[src/rtl/drc_pkg.sv]
package drc_pkg;
  localparam int unsigned DESC_LG = 4;  // 16-byte descriptors
endpackage

[src/rtl/drc_fetch.sv]
module drc_fetch #(
  parameter int unsigned ADDR_W = 32,
  parameter int unsigned IDX_W  = 8,
  parameter int unsigned CAP    = 8,
  parameter int unsigned CNT_W  = 4
) (
  input  logic              clk_i,
  input  logic              rst_ni,
  input  logic              clr_i,
  input  logic [IDX_W-1:0]  clr_ptr_i,
  input  logic [ADDR_W-1:0] base_i,
  input  logic [IDX_W-1:0]  len_i,
  input  logic [IDX_W-1:0]  tail_i,
  input  logic [CNT_W-1:0]  used_i,
  input  logic [CNT_W-1:0]  unused_i,
  input  logic              done_i,
  output logic              req_o,
  output logic [ADDR_W-1:0] addr_o,
  output logic [CNT_W+3:0]  bytes_o,
  output logic              fill_o,
  output logic [CNT_W-1:0]  fill_cnt_o
);
  import drc_pkg::*;
  localparam int unsigned W = IDX_W + 1;

  logic [IDX_W-1:0]  ptr_q;
  logic              busy_q;
  logic [CNT_W-1:0]  cnt_q;
  logic [ADDR_W-1:0] addr_q;
  logic [W-1:0]      want, room, take, nxt;
  logic              go;

  always_comb begin
    if (tail_i >= ptr_q) want = W'(tail_i - ptr_q);
    else                 want = W'(len_i - ptr_q);
    room = W'(CAP) - W'(used_i) - W'(unused_i);
    take = (want < room) ? want : room;
    go   = !busy_q && !clr_i && (len_i != '0) && (take != '0);
    nxt  = W'(ptr_q) + W'(cnt_q);
  end

  always_ff @(posedge clk_i or negedge rst_ni) begin
    if (!rst_ni) begin
      ptr_q  <= '0;
      busy_q <= 1'b0;
      cnt_q  <= '0;
      addr_q <= '0;
    end else if (clr_i) begin
      ptr_q  <= clr_ptr_i;
      busy_q <= 1'b0;
    end else if (go) begin
      busy_q <= 1'b1;
      cnt_q  <= take[CNT_W-1:0];
      addr_q <= base_i + (ADDR_W'(ptr_q) << DESC_LG);
    end else if (busy_q && done_i) begin
      busy_q <= 1'b0;
      ptr_q  <= (nxt == W'(len_i)) ? '0 : nxt[IDX_W-1:0];
    end
  end

  assign req_o      = busy_q;
  assign addr_o     = addr_q;
  assign bytes_o    = {cnt_q, 4'b0000};
  assign fill_o     = busy_q && done_i && !clr_i;
  assign fill_cnt_o = cnt_q;
endmodule

[src/rtl/drc_wback.sv]
module drc_wback #(
  parameter int unsigned ADDR_W = 32,
  parameter int unsigned IDX_W  = 8,
  parameter int unsigned CNT_W  = 4
) (
  input  logic              clk_i,
  input  logic              rst_ni,
  input  logic              clr_i,
  input  logic [IDX_W-1:0]  clr_head_i,
  input  logic [ADDR_W-1:0] base_i,
  input  logic [IDX_W-1:0]  len_i,
  input  logic [CNT_W-1:0]  used_i,
  input  logic              flush_i,
  input  logic [IDX_W-1:0]  mask_i,
  input  logic              done_i,
  output logic              req_o,
  output logic [ADDR_W-1:0] addr_o,
  output logic [CNT_W+3:0]  bytes_o,
  output logic              take_o,
  output logic [CNT_W-1:0]  take_cnt_o,
  output logic [IDX_W-1:0]  head_o
);
  import drc_pkg::*;
  localparam int unsigned W = IDX_W + 1;

  logic [IDX_W-1:0]  head_q, align_q, m;
  logic              busy_q, pend_q, ask, go;
  logic [CNT_W-1:0]  cnt_q;
  logic [ADDR_W-1:0] addr_q;
  logic [W-1:0]      cnt, hn;

  always_comb begin
    ask = flush_i || pend_q;
    m   = flush_i ? mask_i : align_q;
    cnt = W'(used_i);
    if (W'(head_q) + cnt >= W'(len_i)) cnt = W'(len_i) - W'(head_q);
    else if (m != '0)                  cnt = cnt & ~W'(m);
    go  = !busy_q && !clr_i && ask && (len_i != '0) && (cnt != '0);
    hn  = W'(head_q) + W'(cnt_q);
  end

  always_ff @(posedge clk_i or negedge rst_ni) begin
    if (!rst_ni) begin
      head_q  <= '0;
      align_q <= '0;
      busy_q  <= 1'b0;
      pend_q  <= 1'b0;
      cnt_q   <= '0;
      addr_q  <= '0;
    end else if (clr_i) begin
      head_q  <= clr_head_i;
      align_q <= '0;
      busy_q  <= 1'b0;
      pend_q  <= 1'b0;
    end else begin
      if (busy_q && flush_i && (mask_i < align_q)) begin
        pend_q  <= 1'b1;
        align_q <= mask_i;
      end
      if (!busy_q && ask) begin
        pend_q  <= 1'b0;
        align_q <= m;
      end
      if (go) begin
        busy_q <= 1'b1;
        cnt_q  <= cnt[CNT_W-1:0];
        addr_q <= base_i + (ADDR_W'(head_q) << DESC_LG);
      end
      if (busy_q && done_i) begin
        busy_q <= 1'b0;
        head_q <= (hn >= W'(len_i)) ? '0 : hn[IDX_W-1:0];
      end
    end
  end

  assign req_o      = busy_q;
  assign addr_o     = addr_q;
  assign bytes_o    = {cnt_q, 4'b0000};
  assign take_o     = go;
  assign take_cnt_o = cnt[CNT_W-1:0];
  assign head_o     = head_q;
endmodule

[src/rtl/drc_occ.sv]
module drc_occ #(
  parameter int unsigned CNT_W = 4
) (
  input  logic             clk_i,
  input  logic             rst_ni,
  input  logic             clr_i,
  input  logic             consume_i,
  input  logic             fill_i,
  input  logic [CNT_W-1:0] fill_cnt_i,
  input  logic             take_i,
  input  logic [CNT_W-1:0] take_cnt_i,
  output logic [CNT_W-1:0] unused_o,
  output logic [CNT_W-1:0] used_o
);
  logic [CNT_W-1:0] unused_q, used_q, add, sub;
  logic             cons;

  always_comb begin
    cons = consume_i && (unused_q != '0) && !clr_i;
    add  = fill_i ? fill_cnt_i : '0;
    sub  = take_i ? take_cnt_i : '0;
  end

  always_ff @(posedge clk_i or negedge rst_ni) begin
    if (!rst_ni) begin
      unused_q <= '0;
      used_q   <= '0;
    end else if (clr_i) begin
      unused_q <= '0;
      used_q   <= '0;
    end else begin
      unused_q <= unused_q - CNT_W'(cons) + add;
      used_q   <= used_q + CNT_W'(cons) - sub;
    end
  end

  assign unused_o = unused_q;
  assign used_o   = used_q;
endmodule

[src/rtl/desc_ring_cache.sv]
module desc_ring_cache #(
  parameter int unsigned ADDR_W = 32,
  parameter int unsigned IDX_W  = 8,
  parameter int unsigned CAP    = 8,
  localparam int unsigned CNT_W = $clog2(CAP + 1)
) (
  input  logic              clk_i,
  input  logic              rst_ni,
  input  logic              cfg_we_i,
  input  logic [ADDR_W-1:0] cfg_base_i,
  input  logic [IDX_W+3:0]  cfg_len_i,
  input  logic [IDX_W-1:0]  cfg_head_i,
  input  logic [IDX_W-1:0]  tail_i,
  input  logic              consume_i,
  input  logic              flush_i,
  input  logic [IDX_W-1:0]  flush_mask_i,
  output logic              rd_req_o,
  output logic [ADDR_W-1:0] rd_addr_o,
  output logic [CNT_W+3:0]  rd_bytes_o,
  input  logic              rd_done_i,
  output logic              wr_req_o,
  output logic [ADDR_W-1:0] wr_addr_o,
  output logic [CNT_W+3:0]  wr_bytes_o,
  input  logic              wr_done_i,
  output logic [IDX_W-1:0]  head_o,
  output logic [CNT_W-1:0]  unused_o,
  output logic [CNT_W-1:0]  used_o,
  output logic              cfg_err_o
);
  import drc_pkg::*;

  logic [ADDR_W-1:0] base_q;
  logic [IDX_W-1:0]  len_q;
  logic              err_q;
  logic              fill, take;
  logic [CNT_W-1:0]  fill_cnt, take_cnt;

  always_ff @(posedge clk_i or negedge rst_ni) begin
    if (!rst_ni) begin
      base_q <= '0;
      len_q  <= '0;
      err_q  <= 1'b0;
    end else begin
      err_q <= cfg_we_i && ((used_o != '0) || rd_req_o || wr_req_o);
      if (cfg_we_i) begin
        base_q <= cfg_base_i;
        len_q  <= cfg_len_i[IDX_W+3:DESC_LG];
      end
    end
  end

  drc_fetch #(.ADDR_W(ADDR_W), .IDX_W(IDX_W), .CAP(CAP), .CNT_W(CNT_W)) u_fetch (
    .clk_i, .rst_ni,
    .clr_i      (cfg_we_i),
    .clr_ptr_i  (cfg_head_i),
    .base_i     (base_q),
    .len_i      (len_q),
    .tail_i,
    .used_i     (used_o),
    .unused_i   (unused_o),
    .done_i     (rd_done_i),
    .req_o      (rd_req_o),
    .addr_o     (rd_addr_o),
    .bytes_o    (rd_bytes_o),
    .fill_o     (fill),
    .fill_cnt_o (fill_cnt)
  );

  drc_wback #(.ADDR_W(ADDR_W), .IDX_W(IDX_W), .CNT_W(CNT_W)) u_wback (
    .clk_i, .rst_ni,
    .clr_i      (cfg_we_i),
    .clr_head_i (cfg_head_i),
    .base_i     (base_q),
    .len_i      (len_q),
    .used_i     (used_o),
    .flush_i,
    .mask_i     (flush_mask_i),
    .done_i     (wr_done_i),
    .req_o      (wr_req_o),
    .addr_o     (wr_addr_o),
    .bytes_o    (wr_bytes_o),
    .take_o     (take),
    .take_cnt_o (take_cnt),
    .head_o
  );

  drc_occ #(.CNT_W(CNT_W)) u_occ (
    .clk_i, .rst_ni,
    .clr_i      (cfg_we_i),
    .consume_i,
    .fill_i     (fill),
    .fill_cnt_i (fill_cnt),
    .take_i     (take),
    .take_cnt_i (take_cnt),
    .unused_o,
    .used_o
  );

  assign cfg_err_o = err_q;
endmodule

[config.mk]
export PLATFORM = sky130hd
export DESIGN_NAME = desc_ring_cache
export DESIGN_NICKNAME = d
export VERILOG_FILES = /design/src/rtl/drc_pkg.sv /design/src/rtl/drc_fetch.sv /design/src/rtl/drc_wback.sv /design/src/rtl/drc_occ.sv /design/src/rtl/desc_ring_cache.sv
export SDC_FILE = /design/constraint.sdc
export NUM_CORES = 1
export LEC_CHECK = 0
export CAP_MARGIN = 20
export CORE_MARGIN = 3
export CORE_UTILIZATION = 45
export CTS_CLUSTER_SIZE = 16
export DETAILED_ROUTE_END_ITERATION = 8
export PLACE_DENSITY = 0.69
export RECOVER_POWER = 100
export SLEW_MARGIN = 5
export SYNTH_ARGS = -nofsm -noshare
export SYNTH_HDL_FRONTEND = slang
export SYNTH_SLANG_ARGS = --single-unit
[constraint.sdc]
create_clock -name clk_i -period 7.2 [get_ports clk_i]
set_input_delay 1.08 -clock clk_i [delete_from_list [all_inputs] [get_ports clk_i]]
set_output_delay 1.08 -clock clk_i [all_outputs]
set_load 0.02 [all_outputs]
==> impl_metrics.json <==
{
  "die_h_um": 160,
  "cts_setup_buffers": 0,
  "synthFlopType": "dfrtp_1",
  "setup_viol": 0,
  "dp_hpwl_um": 20500,
  "seq_area_um2": 3700,
  "finalInstanceArea_um2": 12900,
  "r2r_slack_ps": 1540,
  "track_usage_pct": 21.4,
  "min_path_type": "flop to flop",
  "htree_num_levels": 4,
  "violations": "capacitance limit, slew limit",
  "fin_util_pct": 56.2,
  "drv_cap": 5,
  "cts_resized": 0,
  "postPlaceCellArea_um2": 12400,
  "startpoint_type": "input port",
  "grt_pass1_vias": 8375,
  "first_iter_violations": 484,
  "numCtsBuffers": 17,
  "setup.worst_path.class": "input port to flop",
  "antenna_found_initial": 1,
  "layout.nets": 1403,
  "crit_fanout": 32,
  "drc_errors": 0,
  "rows": 55,
  "slew_viol_final": 279,
  "synth_edf_count": 0,
  "yosysTopAreaCellShare_pct": 34.9,
  "vias": 8273,
  "antenna_left": 0,
  "cts_root_buf": "clkbuf_16",
  "cts.clk_slew.worst_paths_ps": 70,
  "overflow": 0,
  "synth-seq-cells": 148,
  "cts_hold_buffers": 0,
  "yosysMostFrequentCell": "dfrtp_1",
  "ioPinCount": 174,
  "power_density_nw_per_um2": 419,
  "wl_per_cell_um": 17.6,
  "tritoncts": "done",
  "first_pass_iters": 5,
  "syn-cell-area_um2": 10600,
  "final.setup_skew_ps": 10.1,
  "worst_pin_slew_ps": 3930,
  "synth_common_cells": "dfrtp_1 (148), ha_1 (101), inv_1 (80)",
  "endpoint_kind": "flop",
  "port_buffers": 161,
  "die_area_um2": 25400,
  "p_leak_uw": 0.00577,
  "clock-sinks": 148,
  "fmax_mhz": 165,
  "worstPathRequired_ps": 7500,
  "hold-worst-slack_ps": 483,
  "synth.avg_cell_area_um2": 9.92,
  "routed_wl_um": 27100,
  "fill_cells": 2025,
  "start_util_pct": 46.3,
  "hold_violations": 0,
  "area_growth_pct": 21.5,
  "synth_area_leaders": "dfrtp_1 (35%), ha_1 (12%), mux2_2 (7.9%), xnor2_1 (5.4%), mux2_4 (3.8%)",
  "cts_buffer_depth": 2,
  "drive_above_1_share_pct": 9.19,
  "min_period_over_period_pct": 84.4,
  "coreArea_um2": 22900,
  "ys_seq_area_share_pct": 34.9,
  "clk_latency_ps": 420,
  "gp_congestion": 0.870,
  "setup-tns-final_ps": 0,
  "grt_pass1_wl_um": 44100,
  "yosysWarnings": 0,
  "synth_top_cell_by_area": "dfrtp_1",
  "cp.arrival_ps": 6380,
  "die_w_um": 160,
  "ir_drop_uv": 178,
  "syn_inst": 1069,
  "grt_max_degree": 78,
  "synth.distinct_cells": 60,
  "post-route-min-period_ps": 6080,
  "viasPerCell": 5.36,
  "multi_input_area_um2": 6250,
  "status": "finished, violations left",
  "slew-limit-headroom_pct": -162,
  "rsz0062_at_grt": "false",
  "async_reset_ff_share_pct": 100
}
registers in the layout (all words and copies together), names as in the netlist:
register and flops:
u_wback.head_o 8, u_fetch.addr_o 32, u_occ.unused_o 4, u_wback.pend_q 1, len_q 8, u_occ.used_o 4
u_fetch.ptr_q 8, u_wback.cnt_q 4, u_wback.addr_o 32, u_wback.align_q 8, base_q 32, cfg_err_o 1
u_wback.req_o 1, u_fetch.fill_cnt_o 4, u_fetch.req_o 1
report_power, final:
part           switching [uW]  internal (uW)
sequential                259           1100
combinational            1680           1460
clock                     376            525
final timing paths:
check,from,endpoint,depth (start not counted)
setup / recovery,tail_i[5],u_fetch.addr_o[20]$_DFFE_PN0P_,16
hold / removal,u_fetch.addr_o[26]$_DFFE_PN0P_,u_fetch.addr_o[26]$_DFFE_PN0P_,1
setup reg to reg,u_fetch.ptr_q[4]$_DFFE_PN0P_,u_fetch.addr_o[20]$_DFFE_PN0P_,16
hold reg to reg,u_fetch.addr_o[26]$_DFFE_PN0P_,u_fetch.addr_o[26]$_DFFE_PN0P_,1
max in group asynchronous,rst_ni,base_q[2]$_DFFE_PN0P_,2
min in group asynchronous,rst_ni,u_fetch.addr_o[13]$_DFFE_PN0P_,1
kinds of logic after synthesis:
logic type	count (synthesis)	share of synthesized area, %
adder cells (fa/ha/maj)	112	14.0
XOR/XNOR	96	7.93
AND/OR/NAND/NOR	264	12.2
buffers and inverters	127	5.33
other	1	0.0354
AO/OA/AOI/OAI	202	12.2
flip-flops	148	34.9
multiplexers	119	13.4
critical path, cell delays in order:
cell and delay (ps):
clkdlybuf4s50_1 410, ha_1 410, nand3_1 150, nand2b_1 190
o221ai_1 840, mux2_1 420, ha_1 320, a21o_1 160
a21o_1 170, a21oi_1 120, o21ai_0 90, a21oi_1 470
or4b_1 490, o211a_1 310, buf_4 330, mux2_1 380
area by class of cell:
type / count / area share (%)
Tap cell: 313 / 3.04
Clock buffer: 19 / 3.44
Multi-Input combinational cell: 801 / 48.5
Timing Repair Buffer: 168 / 12.7
Sequential cell: 148 / 28.7
Clock inverter: 13 / 1.14
Antenna cell: 1 / 0.0194
Inverter: 80 / 2.33
through the flow:
stage	setup slack, ps	cells	total power (uW)
final	1120	1543	5400
after detailed placement	1200	1508	4690
after global routing	742	1543	5870
after global placement	1210	1508	4630
after CTS	1630	1540	5630
after floorplan	1990	1076	3640
cell usage in the layout (no fill, tap or decap), drive strengths merged, types with 11 or more instances in the layout:
cell type	n
nor2b	21
nand3	19
nor3	18
nand2	77
clkbuf	24
o211ai	15
a21o	36
xnor2	65
inv	84
a21oi	49
fa	11
clkdlybuf4s50	65
nand2b	11
dfrtp	148
o21ai	54
dlygate4sd3	94
nor2	62
mux2i	18
xor2	31
mux2	101
nand4	15
ha	101
layer usage:
| layer | share of wire [%] | wire [um] | vias to the layer above | global-route usage (%) |
|---|---|---|---|---|
| met3 | 5.1 | 1380 | 53 | 4.11 |
| met5 | 0 | 0 | - | 0 |
| li1 | - | - | 4036 | - |
| met1 | 45 | 12200 | 3971 | 28.3 |
| met2 | 47 | 12700 | 213 | 34.9 |
| met4 | 2.9 | 799 | 0 | 8.04 |
Note: power is estimated with default switching activity, not from simulation.
